==> config.mk <==
export PLATFORM = sky130hd
export DESIGN_NAME = lirq_ack_core
export DESIGN_NICKNAME = d
export VERILOG_FILES = /design/src/rtl/lirq_pkg.sv /design/src/rtl/lirq_hi_find.sv /design/src/rtl/lirq_prio_cmp.sv /design/src/rtl/lirq_legacy_gate.sv /design/src/rtl/lirq_ack_core.sv
export SDC_FILE = /design/constraint.sdc
export NUM_CORES = 2
export LEC_CHECK = 0
export CAP_MARGIN = 20
export CELL_PAD_IN_SITES_DETAIL_PLACEMENT = 0
export CELL_PAD_IN_SITES_GLOBAL_PLACEMENT = 1
export CORE_ASPECT_RATIO = 0.6
export CORE_MARGIN = 2
export CORE_UTILIZATION = 45
export DETAILED_ROUTE_END_ITERATION = 10
export PLACE_DENSITY = 0.73
export SLEW_MARGIN = 20
export SYNTH_ARGS = -nofsm -noshare
export SYNTH_HDL_FRONTEND = slang
export SYNTH_HIERARCHICAL = 1
export SYNTH_SLANG_ARGS = --single-unit
==> constraint.sdc <==
create_clock -name clk -period 5.1 [get_ports clk]
set_input_delay 0.765 -clock clk [delete_from_list [all_inputs] [get_ports clk]]
set_output_delay 0.765 -clock clk [all_outputs]
set_load 0.05 [all_outputs]
==> src/rtl/lirq_pkg.sv <==
package lirq_pkg;

    typedef enum logic [1:0] {
        SEL_TPR   = 2'd0,
        SEL_SPUR  = 2'd1,
        SEL_LINT0 = 2'd2,
        SEL_GEN   = 2'd3
    } lirq_sel_e;

    localparam int          LVT_W        = 17;
    localparam int          LVT_MASK_BIT = 16;
    localparam int          LVT_MODE_LO  = 8;
    localparam int          LVT_MODE_W   = 3;
    localparam logic [2:0]  MODE_EXTINT  = 3'd7;
    localparam logic [LVT_W-1:0] LINT0_RST  = 17'h00700;
    localparam logic [LVT_W-1:0] LVT_MASKED = 17'h10000;
    localparam int          CLS_W        = 4;

endpackage

==> src/rtl/lirq_hi_find.sv <==
module lirq_hi_find #(
    parameter int W  = 256,
    parameter int IW = $clog2(W)
) (
    input  logic [W-1:0]  vec_i,
    output logic          any_o,
    output logic [IW-1:0] idx_o
);
    // Highest set bit wins because later iterations overwrite earlier ones.
    always_comb begin
        any_o = 1'b0;
        idx_o = '0;
        for (int i = 0; i < W; i++) begin
            if (vec_i[i]) begin
                any_o = 1'b1;
                idx_o = IW'(i);
            end
        end
    end
endmodule

==> src/rtl/lirq_prio_cmp.sv <==
module lirq_prio_cmp #(
    parameter int CW = 4
) (
    input  logic          irr_any_i,
    input  logic [CW-1:0] irr_cls_i,
    input  logic          isr_any_i,
    input  logic [CW-1:0] isr_cls_i,
    input  logic [CW-1:0] tpr_cls_i,
    output logic          irq_o
);
    logic [CW-1:0] busy_cls;

    always_comb begin
        busy_cls = isr_any_i ? isr_cls_i : '0;
        irq_o    = irr_any_i && (irr_cls_i > busy_cls) && (irr_cls_i > tpr_cls_i);
    end
endmodule

==> src/rtl/lirq_legacy_gate.sv <==
module lirq_legacy_gate #(
    parameter int ID_W   = 8,
    parameter int MODE_W = 3
) (
    input  logic [ID_W-1:0]   id_i,
    input  logic              gen_en_i,
    input  logic              masked_i,
    input  logic [MODE_W-1:0] mode_i,
    input  logic [MODE_W-1:0] ext_mode_i,
    output logic              accept_o
);
    logic route_ok;

    always_comb begin
        route_ok = !masked_i && (mode_i == ext_mode_i);
        accept_o = (id_i == '0) && (!gen_en_i || route_ok);
    end
endmodule

==> src/rtl/lirq_ack_core.sv <==
module lirq_ack_core #(
    parameter int NUM_VEC = 256,
    parameter int ID_W    = 8
) (
    input  logic                       clk,
    input  logic                       rst_n,
    input  logic                       init_evt,
    input  logic [ID_W-1:0]            self_id,
    input  logic                       pend_valid,
    input  logic [$clog2(NUM_VEC)-1:0] pend_vec,
    input  logic                       ack_req,
    input  logic                       eoi_strobe,
    input  logic                       wr_en,
    input  logic [1:0]                 wr_sel,
    input  logic [16:0]                wr_data,
    output logic                       ack_valid,
    output logic                       ack_none,
    output logic [$clog2(NUM_VEC)-1:0] ack_vec,
    output logic                       irq_out,
    output logic                       pic_accept
);
    import lirq_pkg::*;

    localparam int VW     = $clog2(NUM_VEC);
    localparam int CLS_LO = VW - CLS_W;
    localparam logic [NUM_VEC-1:0] ONE_HOT0 = NUM_VEC'(1);
    localparam logic [VW:0]        SPUR_RST = {1'b0, {VW{1'b1}}};

    typedef struct packed {
        logic [NUM_VEC-1:0] irr;
        logic [NUM_VEC-1:0] isr;
        logic [VW-1:0]      tpr;
        logic [VW:0]        spur;
        logic [LVT_W-1:0]   lint0;
        logic               gen;
        logic               ack_valid;
        logic               ack_none;
        logic [VW-1:0]      ack_vec;
    } state_t;

    state_t st_q, st_d;

    logic [NUM_VEC-1:0] irr_q, isr_q;
    logic [VW-1:0]      tpr_q;
    logic [VW:0]        spur_q;

    assign irr_q  = st_q.irr;
    assign isr_q  = st_q.isr;
    assign tpr_q  = st_q.tpr;
    assign spur_q = st_q.spur;

    logic          irr_any, isr_any;
    logic [VW-1:0] irr_hi, isr_hi;

    lirq_hi_find #(.W(NUM_VEC), .IW(VW)) u_irr_hi (
        .vec_i (st_q.irr),
        .any_o (irr_any),
        .idx_o (irr_hi)
    );

    lirq_hi_find #(.W(NUM_VEC), .IW(VW)) u_isr_hi (
        .vec_i (st_q.isr),
        .any_o (isr_any),
        .idx_o (isr_hi)
    );

    lirq_prio_cmp #(.CW(CLS_W)) u_prio (
        .irr_any_i (irr_any),
        .irr_cls_i (irr_hi[VW-1:CLS_LO]),
        .isr_any_i (isr_any),
        .isr_cls_i (isr_hi[VW-1:CLS_LO]),
        .tpr_cls_i (st_q.tpr[VW-1:CLS_LO]),
        .irq_o     (irq_out)
    );

    lirq_legacy_gate #(.ID_W(ID_W), .MODE_W(LVT_MODE_W)) u_legacy (
        .id_i       (self_id),
        .gen_en_i   (st_q.gen),
        .masked_i   (st_q.lint0[LVT_MASK_BIT]),
        .mode_i     (st_q.lint0[LVT_MODE_LO +: LVT_MODE_W]),
        .ext_mode_i (MODE_EXTINT),
        .accept_o   (pic_accept)
    );

    logic [NUM_VEC-1:0] irr_clr, isr_set, isr_clr, pend_set;
    logic               tpr_blocks;

    always_comb begin
        st_d           = st_q;
        st_d.ack_valid = 1'b0;
        irr_clr        = '0;
        isr_set        = '0;
        isr_clr        = '0;
        pend_set       = pend_valid ? (ONE_HOT0 << pend_vec) : '0;
        tpr_blocks     = (st_q.tpr != '0) && (irr_hi <= st_q.tpr);

        // Acknowledge: result is registered and presented next cycle.
        if (ack_req) begin
            st_d.ack_valid = 1'b1;
            if (!st_q.spur[VW] || !irr_any) begin
                st_d.ack_none = 1'b1;
                st_d.ack_vec  = '0;
            end else if (tpr_blocks) begin
                st_d.ack_none = 1'b0;
                st_d.ack_vec  = st_q.spur[VW-1:0];
            end else begin
                st_d.ack_none = 1'b0;
                st_d.ack_vec  = irr_hi;
                irr_clr       = ONE_HOT0 << irr_hi;
                isr_set       = ONE_HOT0 << irr_hi;
            end
        end

        // End of interrupt retires the highest in-service vector.
        if (eoi_strobe && isr_any) begin
            isr_clr = ONE_HOT0 << isr_hi;
        end

        // A fresh request and a new service entry win over same-cycle clears.
        st_d.irr = (st_q.irr & ~irr_clr) | pend_set;
        st_d.isr = (st_q.isr & ~isr_clr) | isr_set;

        if (wr_en) begin
            unique case (lirq_sel_e'(wr_sel))
                SEL_TPR:   st_d.tpr   = wr_data[VW-1:0];
                SEL_SPUR:  st_d.spur  = wr_data[VW:0];
                SEL_LINT0: st_d.lint0 = wr_data;
                SEL_GEN:   st_d.gen   = wr_data[0];
                default:   st_d.gen   = st_q.gen;
            endcase
        end

        // INIT overrides every other update except the global enable.
        if (init_evt) begin
            st_d.irr   = '0;
            st_d.isr   = '0;
            st_d.tpr   = '0;
            st_d.spur  = SPUR_RST;
            st_d.lint0 = LVT_MASKED;
        end
    end

    always_ff @(posedge clk or negedge rst_n) begin
        if (!rst_n) begin
            st_q.irr       <= '0;
            st_q.isr       <= '0;
            st_q.tpr       <= '0;
            st_q.spur      <= SPUR_RST;
            st_q.lint0     <= LINT0_RST;
            st_q.gen       <= 1'b1;
            st_q.ack_valid <= 1'b0;
            st_q.ack_none  <= 1'b1;
            st_q.ack_vec   <= '0;
        end else begin
            st_q <= st_d;
        end
    end

    assign ack_valid = st_q.ack_valid;
    assign ack_none  = st_q.ack_none;
    assign ack_vec   = st_q.ack_vec;

endmodule

==> impl_metrics.toml <==
[logic_synthesis]
yosys.area.top_type = "dfrtp_1"
synth_edf_count = 0
syn-mean-instance-area_um2 = 8.25
yosysMostFrequentCell = "dfrtp_1"
netlist_top_cells_area = "dfrtp_1 41%, a21oi_1 5.6%, o21ai_0 5.2%, nand2_1 5.1%, nor2_1 3.8%"
synth_area_um2 = 32400
synth_cell_types = 82
synth_ff_type = "dfrtp_1"
ys_async_sr_fraction = 1.00
synth_top_area_share = 0.410
netlist_top_cells_count = "531 x dfrtp_1, 438 x nand2_1, 364 x a21oi_1, 335 x o21ai_0, 328 x nor2_1"
syn_inst = 3929
ys_ff_latch = 544
ys_warn_count = 6
yosysSeqAreaShare = 0.420

[routing]
remaining_drc_errors = 0
dr.pass1.iters = 10
drt-initial-drc-count = 6433
viasPerCell = 7.19
vias = 38300
wl_per_cell_um = 33.0
ant_nets = 0
route.final.wire_length_um = 176000

[sta]
grt_setup_unrepaired = "yes"
slew_viol_final = 0
tightest_slew_ns = 1.35
hold_viol = 0
finalCriticalPeriod_ns = 5.11
final.setup_skew_ns = 0.0383
finalSetupViolations = 1
fmax_mhz = 196
min_period_over_period = 1.00
relSlewSlack = 0.0932
fin_ws_ns = -0.0106
hold_slack_ns = 0.0886

[pwr]
seqPwrFrac = 0.311
p_comb_frac = 0.366
ir_worst_vdd_v = 0.000281
p_leak_nw = 17.1
p_sw_w = 0.00544
clock_power_share = 0.323
finalPower_w = 0.0142
p_int_w = 0.00875
powerDensity_nw_per_um2 = 352
swShare = 0.383

[cts]
clk_pin_slew_worst_paths_ns = 0.06
hold_buffers = 0
cts.path.max_buffers = 3
cts_buffers = 57
cts_tree = "yes"
htreeDepth = 2
cts-root-buf = "clkbuf_16"
clock_sinks = 544
clock_latency_ns = 0.68

[place]
dpl.hpwl_um = 131000
dp.cells = 5212
gp_congestion = 1.12
io_buffers = 48
dp_slack_ns = -0.305

[critical_path]
cp.required_ns = 4.34
crit_type = "flop to output pin"
crit_arrival_ns = 4.35
cp-end-kind = "output pin"
start_kind = "flop"
reg2reg_slack_ns = 0.02
path_max_fanout = 8

[floorplanning]
row_count = 76
core-area_um2 = 71500
die_w_um = 351
die_h_um = 212
boundaryPins = 54
initial_core_util = 0.453
die_area_um2 = 74300

[status]
violations = "negative setup slack"
outcome = "finished with violations"

[global_routing]
grt_pass1_wl_um = 247000
grt_max_degree = 148
overflow = 0
grt_util_all_layers = 0.462
antenna_found_initial = 17
grt_pass1_vias = 33900

[layout]
drive_above_1_share = 0.179
ff_latch_area_um2 = 13600
nets = 4358
final_cells = 5332
final_util = 0.563
area_growth_pct = 24.2
multi_input_area_um2 = 17700
nFillCells = 6549

[flow_run]
maxCapViolCount = 0

[min_path]
holdCritPathClass = "input port to async pin"
[timing repair]
action | 4_1_cts | 5_1_grt
endpoints found under the setup margin | 411 | 417
pin swaps | 2 | 3
buffers inserted | 2 | 1
gates resized for setup | 11 | 46
[layout by cell type (no fill, tap or decap), types with 25 or more instances in the layout]
master           instances
a211oi_1               104
a21oi_1                363
a22oi_1                 66
a311oi_1                65
a31oi_1                 25
buf_12                  56
buf_4                  480
clkbuf_16               59
clkdlybuf4s50_1         45
dfrtp_1                531
inv_1                  111
nand2_1                434
nand2b_1                37
nand3_1                109
nand4_1                 27
nor2_1                 305
nor2b_1                 80
nor3_1                 101
nor4_1                 149
o211ai_1               136
o21ai_0                333
o22ai_1                154
o31ai_1                 26
o41ai_1                 95
[final cells by class]
| cell class | instances | area share |
|---|---|---|
| inverter | 113 | 0.0107 |
| multi-input combinational | 2995 | 0.439 |
| timing repair buffer | 589 | 0.131 |
| clock inverter | 20 | 0.00615 |
| antenna | 11 | 0.000684 |
| clock buffer | 85 | 0.0431 |
| tap | 975 | 0.0303 |
| sequential | 544 | 0.339 |
[registers in the layout, summed over array words and instances (netlist names)]
| register | cells |
|---|---|
| ack_vec | 8 |
| spur_q | 9 |
| ack_valid | 1 |
| isr_q | 256 |
| tpr_q | 8 |
| st_q | 5 |
| ack_none | 1 |
| irr_q | 256 |
[worst paths after layout]
kind	start	end	cells past startpoint
worst max-delay path	irr_q[119]	irq_out	18
worst min-delay path	rst_n	irr_q[73]	1
worst max register to register	irr_q[239]	isr_q[98]	18
worst min register to register	spur_q[3]	spur_q[3]	2
max in group asynchronous	rst_n	isr_q[36]	2
min in group clk	spur_q[3]	spur_q[3]	2
[power by group through the flow]
stage               clock network, W  logic, W  registers, W
floorplan                          0   0.00184       0.00448
global placement                   0   0.00468       0.00449
detailed placement                 0   0.00474       0.00449
CTS                          0.00456   0.00478       0.00441
global route                 0.00473   0.00527       0.00441
finish                       0.00458   0.00519       0.00441
[through the flow]
stage | TNS [ns] | instance area, µm²
2_1_floorplan | 0 | 32400
3_3_place_gp | -39.13 | 37900
4_1_cts | 0 | 40000
6_report | -0.0106 | 40300
5_1_grt | -0.0336 | 40200
3_5_place_dp | -28.55 | 37900
[critical path: stages (launching register included)]
cell and delay (ns):
dfrtp_1 0.39, or4_4 0.60, nor2b_1 0.15, buf_4 0.18
and3_1 0.18, buf_6 0.15, o21ai_0 0.09, buf_4 0.18
o21ai_4 0.14, nand3_2 0.12, a31o_4 0.32, buf_6 0.15
inv_2 0.07, ha_1 0.23, nand4_1 0.09, nand3_1 0.10
a221oi_2 0.20, buf_4 0.19, buf_12 0.13
[cell families (layout without fill, tap and decap cells)]
family / Yosys count / after routing / share of synthesized area
DFF: 544 / 544 / 0.420
adders and majority gates: 16 / 16 / 0.00617
and+or+nand+nor: 1416 / 1416 / 0.211
xor gates and xnor gates: 3 / 3 / 0.000810
AOI/OAI and AO/OA: 1551 / 1551 / 0.312
buffers and inverters: 392 / 807 / 0.0476
other: 1 / 14 / 0.000116
muxes: 6 / 6 / 0.00189
[per-layer routing]
| layer | track usage | wire length [µm] | vias to the layer above |
|---|---|---|---|
| met5 | 0.0138 | 322 | - |
| met1 | 0.672 | 73300 | 18800 |
| met3 | 0.328 | 38000 | 385 |
| met4 | 0.110 | 4370 | 16 |
| met2 | 0.522 | 60100 | 3366 |
| li1 | - | - | 15800 |
No activity file was read; power rests on OpenSTA's default activity.
